`src/rtl/pct_pkg.sv`:
```
package pct_pkg;
    typedef enum logic [1:0] {
        ST_IDLE    = 2'd0,
        ST_EVENT   = 2'd1,
        ST_ARMED   = 2'd2,
        ST_MEASURE = 2'd3
    } pct_state_e;

    localparam logic [1:0] MODE_EVENT = 2'b01;
    localparam logic [1:0] MODE_MEAS  = 2'b10;

    localparam logic [1:0] ADDR_MODE  = 2'd0;
    localparam logic [1:0] ADDR_DATA  = 2'd1;
    localparam logic [1:0] ADDR_START = 2'd2;

    localparam int OVF_BIT = 5;
endpackage

```
`src/rtl/pct_edge_sync.sv`:
```
module pct_edge_sync #(
    parameter int STAGES = 2
) (
    input  logic clk,
    input  logic rst_n,
    input  logic async_in,
    output logic rise,
    output logic fall
);
    logic [STAGES-1:0] chain_q;
    logic              last_q;

    always_ff @(posedge clk or negedge rst_n) begin
        if (!rst_n) begin
            chain_q <= '0;
            last_q  <= 1'b0;
        end else begin
            chain_q <= {chain_q[STAGES-2:0], async_in};
            last_q  <= chain_q[STAGES-1];
        end
    end

    assign rise = chain_q[STAGES-1] & ~last_q;
    assign fall = ~chain_q[STAGES-1] & last_q;
endmodule

```
`src/rtl/pct_tick_sel.sv`:
```
module pct_tick_sel #(
    parameter int N_SRC = 4,
    localparam int SEL_W = $clog2(N_SRC)
) (
    input  logic [N_SRC-1:0] en,
    input  logic [SEL_W-1:0] sel,
    output logic             tick
);
    always_comb begin
        tick = 1'b0;
        for (int i = 0; i < N_SRC; i++) begin
            if (sel == SEL_W'(i)) tick = en[i];
        end
    end
endmodule

```
`src/rtl/pct_ctrl.sv`:
```
module pct_ctrl
    import pct_pkg::*;
(
    input  logic       clk,
    input  logic       rst_n,
    input  logic       start,
    input  logic [1:0] mode_sel,
    input  logic       capture,
    output pct_state_e state,
    output logic       evt_run,
    output logic       meas_run,
    output logic       irq_ok
);
    pct_state_e state_q, state_d;

    always_comb begin
        state_d = state_q;
        if (!start) begin
            state_d = ST_IDLE;
        end else begin
            unique case (state_q)
                ST_IDLE: begin
                    if (mode_sel == MODE_EVENT)     state_d = ST_EVENT;
                    else if (mode_sel == MODE_MEAS) state_d = ST_ARMED;
                end
                ST_EVENT: begin
                    if (mode_sel != MODE_EVENT) state_d = ST_IDLE;
                end
                ST_ARMED: begin
                    if (mode_sel != MODE_MEAS) state_d = ST_IDLE;
                    else if (capture)          state_d = ST_MEASURE;
                end
                ST_MEASURE: begin
                    if (mode_sel != MODE_MEAS) state_d = ST_IDLE;
                end
            endcase
        end
    end

    always_ff @(posedge clk or negedge rst_n) begin
        if (!rst_n) state_q <= ST_IDLE;
        else        state_q <= state_d;
    end

    always_comb begin
        evt_run  = 1'b0;
        meas_run = 1'b0;
        irq_ok   = 1'b0;
        unique case (state_q)
            ST_IDLE:    ;
            ST_EVENT:   begin evt_run = 1'b1; irq_ok = 1'b1; end
            ST_ARMED:   meas_run = 1'b1;
            ST_MEASURE: begin meas_run = 1'b1; irq_ok = 1'b1; end
        endcase
    end

    assign state = state_q;
endmodule

```
`src/rtl/pulse_capture_timer.sv`:
```
module pulse_capture_timer
    import pct_pkg::*;
#(
    parameter int WIDTH       = 16,
    parameter int N_SRC       = 4,
    parameter int SYNC_STAGES = 2
) (
    input  logic             clk,
    input  logic             rst_n,
    input  logic             wr_en,
    input  logic [1:0]       reg_addr,
    input  logic [WIDTH-1:0] wr_data,
    output logic [WIDTH-1:0] rd_data,
    input  logic             ext_in,
    input  logic [N_SRC-1:0] pre_en,
    output logic             irq,
    output logic             ovf
);
    localparam int SEL_W = $clog2(N_SRC);
    localparam logic [WIDTH-1:0] CNT_MAX = '1;

    logic [7:0]       mode_q;
    logic             start_q;
    logic [WIDTH-1:0] cnt_q;
    logic [WIDTH-1:0] rld_q;
    logic             ovf_q;
    logic             irq_q;

    logic       in_rise, in_fall, tick;
    logic       evt_edge, cap_edge;
    logic       evt_run, meas_run, irq_ok;
    pct_state_e state;

    logic wr_mode, wr_dat, wr_start;
    assign wr_mode  = wr_en && (reg_addr == ADDR_MODE);
    assign wr_dat   = wr_en && (reg_addr == ADDR_DATA);
    assign wr_start = wr_en && (reg_addr == ADDR_START);

    pct_edge_sync #(.STAGES(SYNC_STAGES)) u_sync (
        .clk      (clk),
        .rst_n    (rst_n),
        .async_in (ext_in),
        .rise     (in_rise),
        .fall     (in_fall)
    );

    pct_tick_sel #(.N_SRC(N_SRC)) u_tick (
        .en   (pre_en),
        .sel  (mode_q[7 -: SEL_W]),
        .tick (tick)
    );

    always_comb begin
        unique case (mode_q[3:2])
            2'b00:   evt_edge = in_fall;
            2'b01:   evt_edge = in_rise;
            2'b10:   evt_edge = in_rise | in_fall;
            default: evt_edge = 1'b0;
        endcase
        if (mode_q[3])      cap_edge = in_rise | in_fall;
        else if (mode_q[2]) cap_edge = in_rise;
        else                cap_edge = in_fall;
    end

    pct_ctrl u_ctrl (
        .clk      (clk),
        .rst_n    (rst_n),
        .start    (start_q),
        .mode_sel (mode_q[1:0]),
        .capture  (cap_edge),
        .state    (state),
        .evt_run  (evt_run),
        .meas_run (meas_run),
        .irq_ok   (irq_ok)
    );

    always_ff @(posedge clk or negedge rst_n) begin
        if (!rst_n) begin
            mode_q  <= '0;
            start_q <= 1'b0;
        end else begin
            if (wr_mode)  mode_q  <= wr_data[7:0];
            if (wr_start) start_q <= wr_data[0];
        end
    end

    always_ff @(posedge clk or negedge rst_n) begin
        if (!rst_n) begin
            cnt_q <= '0;
            rld_q <= '0;
            ovf_q <= 1'b0;
            irq_q <= 1'b0;
        end else begin
            irq_q <= 1'b0;
            if (evt_run && evt_edge) begin
                if (cnt_q == '0) begin
                    cnt_q <= rld_q;
                    irq_q <= irq_ok;
                end else begin
                    cnt_q <= cnt_q - 1'b1;
                end
            end else if (meas_run && cap_edge) begin
                rld_q <= cnt_q;
                cnt_q <= '0;
                irq_q <= irq_ok;
            end else if (meas_run && tick) begin
                cnt_q <= cnt_q + 1'b1;
                if (cnt_q == CNT_MAX) ovf_q <= 1'b1;
            end
            if (wr_mode) ovf_q <= 1'b0;
            if (wr_dat) begin
                rld_q <= wr_data;
                if (state == ST_IDLE) cnt_q <= wr_data;
            end
        end
    end

    always_comb begin
        rd_data = '0;
        unique case (reg_addr)
            ADDR_MODE: begin
                rd_data[7:0]   = mode_q;
                rd_data[OVF_BIT] = ovf_q;
            end
            ADDR_DATA:  rd_data = (mode_q[1:0] == MODE_MEAS) ? rld_q : cnt_q;
            ADDR_START: rd_data[0] = start_q;
            default:    rd_data = '0;
        endcase
    end

    assign irq = irq_q;
    assign ovf = ovf_q;
endmodule

```
`config.mk`:
```
export PLATFORM = sky130hd
export DESIGN_NAME = pulse_capture_timer
export DESIGN_NICKNAME = d
export VERILOG_FILES = /design/src/rtl/pct_pkg.sv /design/src/rtl/pct_edge_sync.sv /design/src/rtl/pct_tick_sel.sv /design/src/rtl/pct_ctrl.sv /design/src/rtl/pulse_capture_timer.sv
export SDC_FILE = /design/constraint.sdc
export NUM_CORES = 1
export LEC_CHECK = 0
export BUFFER_PORTS_ARGS = -buffer_cell sky130_fd_sc_hd__buf_2
export CORE_UTILIZATION = 55
export CTS_BUF_LIST = sky130_fd_sc_hd__clkbuf_16
export CTS_CLUSTER_DIAMETER = 120
export CTS_CLUSTER_SIZE = 40
export DETAILED_ROUTE_END_ITERATION = 12
export GPL_ROUTABILITY_DRIVEN = 0
export PLACE_DENSITY = 0.77
export SYNTH_ARGS = -nofsm -noshare
export SYNTH_HDL_FRONTEND = slang
export SYNTH_SLANG_ARGS = --single-unit
```
`constraint.sdc`:
```
create_clock -name clk -period 4.4 [get_ports clk]
set_clock_uncertainty 0.15 [all_clocks]
set_input_delay 0.66 -clock clk [delete_from_list [all_inputs] [get_ports clk]]
set_output_delay 0.66 -clock clk [all_outputs]
set_load 0.005 [all_outputs]
```
==> summary.txt <==
Status -> complete, no violations
Iter 0 DRT Violations -> 203
Leakage power -> 1.65 nW
Setup violators final -> 0
1st-pass router iterations -> 4
DR vias -> 2826
Synth cell types -> 53
P_int -> 0.00127 W
Final min period -> 3210 ps
Post-CTS sizing -> 0
Die X -> 79.6 um
Die Height -> 79.6 um
# H-tree levels -> 2
Vias per cell -> 6.03
Post-CTS setup buffer count -> 0
Min-delay src -> u_sync.chain_q[0]
Root buf cell -> clkbuf_16
Synthesized area -> 3320 sq um
Avg Cell Area, Syn -> 8.87 sq um
Fmax -> 312 MHz
Clock-pin slew on the worst setup and hold paths -> 60 ps
Final core occ -> 65.2%
Max_slew headroom -> 22.2%
FILL cells -> 462
Post-synth ARST share -> 100%
R2R setup slack -> 1550 ps
CP endpoint kind -> output pin
Main synth FF type -> dfrtp_1
Net switching power figure -> 0.000852 W
Hold buffer count at CTS -> 0
Critical Path Fanout Max -> 19
R2r worst-path depth -> 8
Initial antenna violation count -> 0
Reg power frac -> 41.5%
Mapped Nets -> 407
# rows -> 27
CTS tree -> built
Final Hold Viols -> 0
Wirelength, routed -> 7860 um
Logic pwr share -> 38.3%
Hpwl dp -> 5470 um
Worst setup path category -> reg -> out
Vias in the first global route -> 2719
Clock network power share -> 20.2%
Congestion Overflow GR -> 0
Synth Register Bits -> 47
Fin nets -> 429
Global-route wire length before repair -> 13400 um
Fin crit share -> 72.9%
Post-synth EDFFs -> 0
I/O pin total -> 44
Max IR drop VDD -> 0.000286 V
Switching Fraction -> 40.2%
Initial Utilization -> 58.8%
Die ar. -> 6340 sq um
Top post-synthesis cells by area -> dfrtp_1 35%, mux2i_1 10%, nand2_1 4.9%
Avg WL per Cell -> 16.7 um
Post-route setup TNS -> 0 ps
Clk sinks -> 47
Worst r2r src -> cnt_q[0]
RSZ-0062 raised after global routing -> false
P&R area growth vs syn -> 11.0%
Antenna viol nets, final -> 0
HP Class -> reg -> reg
Clk_lat worst skew -> 290 ps
Hold Path Depth -> 0
Share of layout cells above drive strength 1 -> 18.9%
Top cell type's share of synthesized area -> 35.5%
CORE AREA -> 5640 sq um
DRC Markers -> 0
Max-Cap Viols -> 0
GR Util All Layers -> 27.5%
Largest net degree at the start of global routing -> 48
Hold EP -> u_sync.chain_q[1]
CP arrival -> 2400 ps
# port buffers -> 43
Clk buf depth -> 2
Pwr Total -> 0.00212 W
CP Data Required Time -> 3590 ps
Cells after Synth -> 374
Reg-to-reg endpoint -> cnt_q[15]
CP startpoint kind -> flop
Slew Limit Fails -> 0
Post-synthesis sequential area ratio -> 35.5%
Total CTS buffers -> 5
Worst Tran Pin Value -> 1170 ps
# diodes -> 0
Power Density -> 576 nW/um^2
Cell taking the most area after synthesis -> dfrtp_1
Yosys warnings -> 0
==> stage by stage <==
stage / instances / cell area (sq um) / setup WS, ps / hold WS [ps]
global placement: 461 / 3510 / 1520 / 181
finish: 469 / 3680 / 1190 / 201
global route: 469 / 3680 / 1040 / 222
floorplan: 374 / 3320 / 1840 / 181
CTS: 469 / 3680 / 1210 / 201
detailed placement: 461 / 3510 / 1500 / 186
==> sequential cells by signal (all words and copies together), names as in the netlist, 2 cells and up <==
signal          flops
cnt_q              16
rld_q              16
u_sync.chain_q      2
mode_q              7
u_ctrl.state        2
==> kinds of logic after synthesis <==
family	Yosys count	synth area share, %
buf+inv	42	5.58
mux	41	12.6
fa+ha+maj	7	2.64
simple gates	130	20.3
flops	47	35.5
compound gates	82	16.8
xor+xnor	25	6.60
==> cell usage after synthesis (10+ instances only) <==
library cell,n
nor2_1,29
nand2_1,43
o21ai_0,29
mux2i_1,34
xnor2_1,18
inv_1,10
a21oi_1,13
nand3_1,13
dfrtp_1,47
clkbuf_1,20
==> final cells by class <==
cell class | count | area (sq um) | area share, %
flip-flops and latches | 47 | 1180 | 32.0
well taps | 72 | 90.1 | 2.45
inverters | 10 | 37.5 | 1.02
clock buffers | 5 | 125 | 3.40
clock inverters | 3 | 43.8 | 1.19
multi-input cells | 285 | 1960 | 53.3
repair buffers | 47 | 245 | 6.66
==> layer usage <==
metal / routed length [um] / GRT usage [%]
met1: 3620 / 38.3
met2: 3660 / 43.1
met3: 440 / 3.89
met4: 134 / 10.5
met5: 0 / 0
==> critical path: stages (launching register included) <==
cell and delay (ps):
dfrtp_1 390, inv_1 80, ha_1 940, mux2i_1 180
a211oi_1 340, buf_2 170
==> cell usage in the layout (no fill, tap or decap), types with 2 or more instances in the layout <==
| cell | n |
|---|---|
| a211oi_1 | 7 |
| a21oi_1 | 13 |
| a221o_1 | 6 |
| a22oi_1 | 7 |
| a31oi_1 | 2 |
| and2_1 | 3 |
| and3_1 | 4 |
| buf_2 | 43 |
| buf_4 | 4 |
| clkbuf_16 | 5 |
| dfrtp_1 | 47 |
| ha_1 | 7 |
| inv_1 | 10 |
| mux2_2 | 7 |
| mux2i_1 | 34 |
| nand2_1 | 43 |
| nand2b_1 | 5 |
| nand3_1 | 13 |
| nand3b_1 | 2 |
| nand4_1 | 7 |
| nor2_1 | 28 |
| nor3_1 | 5 |
| nor3b_1 | 3 |
| nor4_1 | 4 |
| o211ai_1 | 6 |
| o21ai_0 | 29 |
| xnor2_1 | 18 |
| xor2_1 | 7 |
==> power by group through the flow <==
stage	sequential, W	clock, W	combinational, W
after floorplan	0.000688	0	0.000808
after global placement	0.000868	0	0.000785
after detailed placement	0.000878	0	0.000805
after CTS	0.000873	0.000435	0.000812
after global routing	0.000914	0.000455	0.000912
final	0.000879	0.000428	0.000812
==> worst max-delay path by stage <==
stage / from / to / slack (ps) / depth (start not counted)
after floorplan: mode_q[0] / rd_data[0] / 1840 / 6
after global placement: mode_q[0] / rd_data[1] / 1520 / 5
after detailed placement: reg_addr[0] / rld_q[10] / 1500 / 4
after CTS: mode_q[0] / rd_data[7] / 1210 / 5
after global routing: mode_q[0] / rd_data[1] / 1040 / 5
final: mode_q[0] / rd_data[1] / 1190 / 5
(Power assumes the default switching activity.)
